`src/rtl/aps_mon_pkg.sv`:
```
package aps_mon_pkg;
  localparam int unsigned APS_W  = 13;
  localparam int unsigned STAT_W = 3;
  localparam int unsigned EVT_N  = 4;
  localparam int unsigned EV_APS  = 0;
  localparam int unsigned EV_STAT = 1;
  localparam int unsigned EV_AIS  = 2;
  localparam int unsigned EV_RDI  = 3;
  localparam logic [STAT_W-1:0] CODE_AIS = 3'b111;
  localparam logic [STAT_W-1:0] CODE_RDI = 3'b110;
endpackage

```
`src/rtl/aps_persist_filt.sv`:
```
module aps_persist_filt #(
  parameter int unsigned W     = 13,
  parameter int unsigned CNT_W = 4
) (
  input  logic             clk_i,
  input  logic             rst_ni,
  input  logic             vld_i,
  input  logic [W-1:0]     din_i,
  input  logic [CNT_W-1:0] thr_i,
  output logic [W-1:0]     acc_o,
  output logic             upd_o
);
  localparam logic [CNT_W-1:0] CNT_MAX = {CNT_W{1'b1}};
  localparam logic [CNT_W-1:0] CNT_ONE = CNT_W'(1);

  logic [W-1:0]     cand_q, acc_q;
  logic [CNT_W-1:0] cnt_q, run_nxt;

  always_comb begin
    if (din_i == cand_q) run_nxt = (cnt_q == CNT_MAX) ? cnt_q : cnt_q + CNT_ONE;
    else                 run_nxt = CNT_ONE;
    upd_o = vld_i && (run_nxt >= thr_i) && (din_i != acc_q);
  end

  always_ff @(posedge clk_i or negedge rst_ni) begin
    if (!rst_ni) begin
      cand_q <= '0;
      cnt_q  <= '0;
      acc_q  <= '0;
    end else if (vld_i) begin
      cand_q <= din_i;
      cnt_q  <= run_nxt;
      if (upd_o) acc_q <= din_i;
    end
  end

  assign acc_o = acc_q;


  idle_hold_chk: assert property (@(posedge clk_i) disable iff (!rst_ni)
    !vld_i |=> $stable(acc_o) && $stable(cnt_q));

  run_restart_chk: assert property (@(posedge clk_i) disable iff (!rst_ni)
    (vld_i && din_i != cand_q) |=> cnt_q == CNT_ONE);

  accept_run_chk: assert property (@(posedge clk_i) disable iff (!rst_ni)
    (acc_o != $past(acc_o)) |-> ($past(vld_i) && cnt_q >= $past(thr_i) && acc_o == cand_q));
endmodule

```
`src/rtl/aps_evt_reg.sv`:
```
module aps_evt_reg #(
  parameter int unsigned N = 4
) (
  input  logic         clk_i,
  input  logic         rst_ni,
  input  logic [N-1:0] set_i,
  input  logic [N-1:0] clr_i,
  input  logic [N-1:0] mask_i,
  output logic [N-1:0] evt_o,
  output logic         irq_o
);
  logic [N-1:0] evt_q;

  for (genvar i = 0; i < N; i++) begin : g_bit
    always_ff @(posedge clk_i or negedge rst_ni) begin
      if (!rst_ni)       evt_q[i] <= 1'b0;
      else if (set_i[i]) evt_q[i] <= 1'b1;
      else if (clr_i[i]) evt_q[i] <= 1'b0;
    end


    w1c_clear_chk: assert property (@(posedge clk_i) disable iff (!rst_ni)
      (clr_i[i] && !set_i[i]) |=> !evt_o[i]);

    sticky_hold_chk: assert property (@(posedge clk_i) disable iff (!rst_ni)
      (evt_o[i] && !clr_i[i]) |=> evt_o[i]);
  end

  assign evt_o = evt_q;
  assign irq_o = |(evt_q & ~mask_i);
endmodule

```
`src/rtl/aps_defect_mon.sv`:
```
module aps_defect_mon
  import aps_mon_pkg::*;
#(
  parameter int unsigned CNT_W = 4
) (
  input  logic              clk_i,
  input  logic              rst_ni,
  input  logic              frame_vld_i,
  input  logic [7:0]        k1_i,
  input  logic [7:0]        k2_i,
  input  logic [CNT_W-1:0]  persist_n_i,
  input  logic [EVT_N-1:0]  evt_mask_i,
  input  logic [EVT_N-1:0]  evt_clr_i,
  output logic [APS_W-1:0]  aps_o,
  output logic [STAT_W-1:0] stat_o,
  output logic              ais_o,
  output logic              rdi_o,
  output logic [EVT_N-1:0]  evt_o,
  output logic              irq_o
);
  logic [CNT_W-1:0]  thr;
  logic [APS_W-1:0]  aps_in;
  logic [STAT_W-1:0] stat_in;
  logic              upd_aps, upd_stat;
  logic [EVT_N-1:0]  evt_set;

  assign thr     = (persist_n_i == '0) ? CNT_W'(1) : persist_n_i;
  assign aps_in  = {k1_i, k2_i[7:3]};
  assign stat_in = k2_i[2:0];

  aps_persist_filt #(.W(APS_W), .CNT_W(CNT_W)) u_aps_filt (
    .clk_i, .rst_ni, .vld_i(frame_vld_i), .din_i(aps_in), .thr_i(thr),
    .acc_o(aps_o), .upd_o(upd_aps)
  );

  aps_persist_filt #(.W(STAT_W), .CNT_W(CNT_W)) u_stat_filt (
    .clk_i, .rst_ni, .vld_i(frame_vld_i), .din_i(stat_in), .thr_i(thr),
    .acc_o(stat_o), .upd_o(upd_stat)
  );

  assign ais_o = (stat_o == CODE_AIS);
  assign rdi_o = (stat_o == CODE_RDI);

  always_comb begin
    evt_set          = '0;
    evt_set[EV_APS]  = upd_aps;
    evt_set[EV_STAT] = upd_stat;
    evt_set[EV_AIS]  = upd_stat && ((stat_in == CODE_AIS) != ais_o);
    evt_set[EV_RDI]  = upd_stat && ((stat_in == CODE_RDI) != rdi_o);
  end

  aps_evt_reg #(.N(EVT_N)) u_evt (
    .clk_i, .rst_ni, .set_i(evt_set), .clr_i(evt_clr_i), .mask_i(evt_mask_i),
    .evt_o, .irq_o
  );


  aps_evt_chk: assert property (@(posedge clk_i) disable iff (!rst_ni)
    (aps_o != $past(aps_o)) |-> evt_o[EV_APS]);

  ais_evt_chk: assert property (@(posedge clk_i) disable iff (!rst_ni)
    (ais_o != $past(ais_o)) |-> evt_o[EV_AIS]);

  defect_excl_chk: assert property (@(posedge clk_i) disable iff (!rst_ni)
    !(ais_o && rdi_o));

  aps_indep_chk: assert property (@(posedge clk_i) disable iff (!rst_ni)
    (aps_o != $past(aps_o)) |-> $past(aps_in) == aps_o);
endmodule

```
`config.mk`:
```
export PLATFORM = sky130hd
export DESIGN_NAME = aps_defect_mon
export DESIGN_NICKNAME = d
export VERILOG_FILES = /design/src/rtl/aps_mon_pkg.sv /design/src/rtl/aps_persist_filt.sv /design/src/rtl/aps_evt_reg.sv /design/src/rtl/aps_defect_mon.sv
export SDC_FILE = /design/constraint.sdc
export NUM_CORES = 1
export LEC_CHECK = 0
export ABC_AREA = 0
export BUFFER_PORTS_ARGS = -buffer_cell sky130_fd_sc_hd__buf_2
export CORE_ASPECT_RATIO = 0.5
export CORE_MARGIN = 10
export CORE_UTILIZATION = 30
export DETAILED_ROUTE_END_ITERATION = 10
export PLACE_DENSITY = 0.55
export SYNTH_ARGS = -nofsm -noshare
export SYNTH_HDL_FRONTEND = slang
export SYNTH_SLANG_ARGS = --single-unit
```
`constraint.sdc`:
```
create_clock -name clk_i -period 2.9 [get_ports clk_i]
set_input_delay 0.29 -clock clk_i [delete_from_list [all_inputs] [get_ports clk_i]]
set_output_delay 0.29 -clock clk_i [all_outputs]
set_load 0.01 [all_outputs]
```
==> reports/qor.csv <==
stage;metric;value;unit
detailed_routing;drt-total-wl;5560;um
setup_path;path_class;register to register;
logic_synthesis;synth_edf_count;0;
clock_network;clockBufferDepth;2;
placement;hpwl;4210;um
setup_path;critical_path.startpoint_type;register;
cells_and_area;synthToLayoutAreaGrowth;32.5;%
logic_synthesis;synth_cell_types;35;
detailed_routing;drc;0;
timing;setup_slack;127;ps
die;rows;23;
detailed_routing;first_pass_iters;4;
timing;slew_violations;0;
power;cellPowerDensity;576;nW/um^2
hold_path;hold_path_class;input port to async pin;
logic_synthesis;synthCells;208;
setup_path;rrSetupSlack;130;ps
logic_synthesis;synth.yosys.seq_area_share;45.2;%
power;p_switching;0.511;mW
timing;worst_pin_slew;984;ps
timing;holdWs;169;ps
setup_path;cp_max_fo;8;
power;clock_power_share;33.2;%
global_route;grt_max_degree;45;
timing;skew;6.66;ps
setup_path;required;3060;ps
detailed_routing;wl_per_cell;13.9;um
placement;place.gp.congestion;0.771;
flow_run;drv_cap;0;
detailed_routing;vias;1799;
cells_and_area;layout_commonest_cell;buf_2;
power;vdd_drop_max;0.212;mV
global_route;antenna_found_initial;0;
logic_synthesis;async_flop_share;100;%
cells_and_area;fillerInstances;785;
cells_and_area;layout_common_cells;53 x buf_2, 44 x dfrtp_1, 30 x mux2_2;
power;pwr-share-comb;24.5;%
clock_network;clkSinkCount;44;
clock_network;numCtsBuffers;5;
die;die-area;12300;um^2
setup_path;worstReg2RegEnd;u_aps_filt.acc_o[3];
clock_network;insertion_delay;280;ps
clock_network;h-tree-depth;2;
setup_path;max_stage_delay;390;ps
cells_and_area;diodes;0;
setup_path;critPathTopFamily;simple AND/OR/NAND/NOR gates;
timing;slew_headroom;34.4;%
setup_path;r2r_cells;11;
setup_path;end_kind;register;
timing;finalHoldViolCount;0;
logic_synthesis;syn_area_per_cell;11.7;um^2
global_route;grt_pass1_wl;9040;um
detailed_routing;ant_nets;0;
power;internal_power;1.35;mW
logic_synthesis;netlist_area;2430;um^2
die;initial_core_util;30.7;%
clock_network;cts_tree;done;
setup_path;worst_r2r_startpoint;u_aps_filt.cand_q[0];
power;swShare;27.5;%
timing;period_minus_slack;2770;ps
detailed_routing;vias_per_cell;4.50;
timing;post-route-period-util;95.6;%
global_route;track_usage;8.89;%
die;die_x;147;um
setup_path;cp_slowest_cell;dfrtp_1;
power;power_leakage;1.49;nW
global_route;grt_pass1_vias;1820;
setup_path;path_cells;xor2_1 -> nor4_2 -> nand4_1 -> o21bai_4 -> nor2_2 -> ha_1 -> or2_2 -> a21oi_2 -> nor3_4 -> buf_6 -> mux2_4;
power;pwr-share-seq;42.4;%
setup_path;crit_arrival;2930;ps
die;core-area;7940;um^2
cells_and_area;drive_gt1_share;46.5;%
logic_synthesis;yosys_warnings;0;
timing;finalSetupTns;0;ps
placement;pre_cts_slack;-501;ps
logic_synthesis;synth_nets;249;
timing;max_freq;0.361;GHz
die;io_pins;54;
placement;io_buffer_count;53;
global_route;grt-ovfl-total;0;
timing;setup_violations;0;
run_status;outcome;finished clean;
logic_synthesis;ys.flop_type;dfrtp_1;
cells_and_area;nets;330;
die;fp.dieH;83.7;um
detailed_routing;first_iter_violations;73;
logic_synthesis;yosys_register_bits;44;
clock_network;cts-root-buf;clkbuf_16;
setup_path;path_buf_inv;1;
clock_network;clkTransAtPathRegs;60;ps
## cell type report
cell class	instances	area (um^2)	share of cell area, %
well taps	112	140	4.34
inverters	8	30.0	0.931
repair buffers	78	460	14.3
clock inverters	1	30.0	0.931
clock buffers	5	125	3.88
multi-input cells	152	1340	41.5
flip-flops and latches	44	1100	34.1
## registers in the layout, summed over array words and instances (netlist names)
| signal | count |
|---|---|
| u_aps_filt.acc_o | 13 |
| u_aps_filt.cand_q | 13 |
| u_aps_filt.cnt_q | 4 |
| u_evt.evt_o | 4 |
| u_stat_filt.cnt_q | 4 |
| u_stat_filt.acc_o | 3 |
| u_stat_filt.cand_q | 3 |
## worst register-to-register path, cell delays in order (launching register included)
cell      delay [ps]
dfrtp_1          390
xor2_1           180
nor4_2           310
nand4_1          210
o21bai_4         230
nor2_2           110
ha_1             220
or2_2            290
a21oi_2          190
nor3_4            70
buf_6            160
mux2_4           300
## what timing repair did
| item | 4_1_cts | 5_1_grt |
|---|---|---|
| setup endpoints to repair | 14 | 17 |
| hold buffers | 0 | 0 |
| buffers inserted | 2 | 3 |
| pin swaps | 1 | 4 |
| resized for setup | 3 | 10 |
## metrics by stage
| step | cells | power, mW | instance area, um^2 | utilization [%] |
|---|---|---|---|---|
| 2_1_floorplan | 208 | 1.06 | 2430 | - |
| 3_3_place_gp | 389 | 1.24 | 2970 | 37.4 |
| 3_5_place_dp | 389 | 1.25 | 2970 | 37.4 |
| 4_1_cts | 397 | 1.88 | 3160 | 39.7 |
| 5_1_grt | 400 | 1.96 | 3230 | 40.6 |
| 6_report | 400 | 1.86 | 3230 | 40.6 |
## Yosys cell counts (all sizes together) (3+ instances only)
master   n  area (um^2)
nand3    6         30.0
nor2    15         56.3
xor2    19          166
nand4    3         18.8
dfrtp   44         1100
o21ai    3         15.0
ha      10          125
xnor2   17          149
nor3     5         30.0
a21oi    6         30.0
nand2    6         22.5
inv      8         30.0
mux2    35          413
buf      3         20.0
o22ai    5         31.3
## layer usage
metal / global-route usage [%] / vias up / share of wire (%)
met5: 0 / - / 0
met4: 2.42 / 0 / 0.88
met3: 2.11 / 4 / 2.6
met2: 16.9 / 13 / 55
met1: 9.57 / 891 / 41
li1: - / 891 / -
## power groups by stage
stage,sequential (mW),clock (mW),combinational (mW)
2_1_floorplan,0.816,0,0.243
3_3_place_gp,0.792,0,0.446
3_5_place_dp,0.800,0,0.451
4_1_cts,0.788,0.629,0.460
5_1_grt,0.800,0.659,0.501
6_report,0.787,0.616,0.454
## how the worst max path moves through the flow
stage | end | startpoint | cells past startpoint | slack, ps
4_1_cts | u_aps_filt.acc_o[3] | u_aps_filt.cand_q[0] | 11 | 10
3_3_place_gp | u_aps_filt.acc_o[4] | k1_i[5] | 11 | -470
6_report | u_aps_filt.acc_o[3] | u_aps_filt.cand_q[0] | 11 | 130
2_1_floorplan | u_aps_filt.acc_o[12] | u_aps_filt.cand_q[0] | 11 | 230
3_5_place_dp | u_aps_filt.acc_o[2] | k1_i[5] | 11 | -500
5_1_grt | u_aps_filt.acc_o[3] | u_aps_filt.cand_q[3] | 11 | -10
## cells by family (layout without fill, tap and decap cells)
family / Yosys count / count (layout) / synth area share, %
AO/OA/AOI/OAI: 25 / 25 / 7.86
XOR/XNOR: 36 / 36 / 12.9
adder cells (fa/ha/maj): 10 / 10 / 5.14
buffers and inverters: 12 / 92 / 2.21
flip-flops: 44 / 44 / 45.2
multiplexers: 37 / 37 / 17.8
AND/OR/NAND/NOR: 44 / 44 / 8.84
(Power assumes the default switching activity.)
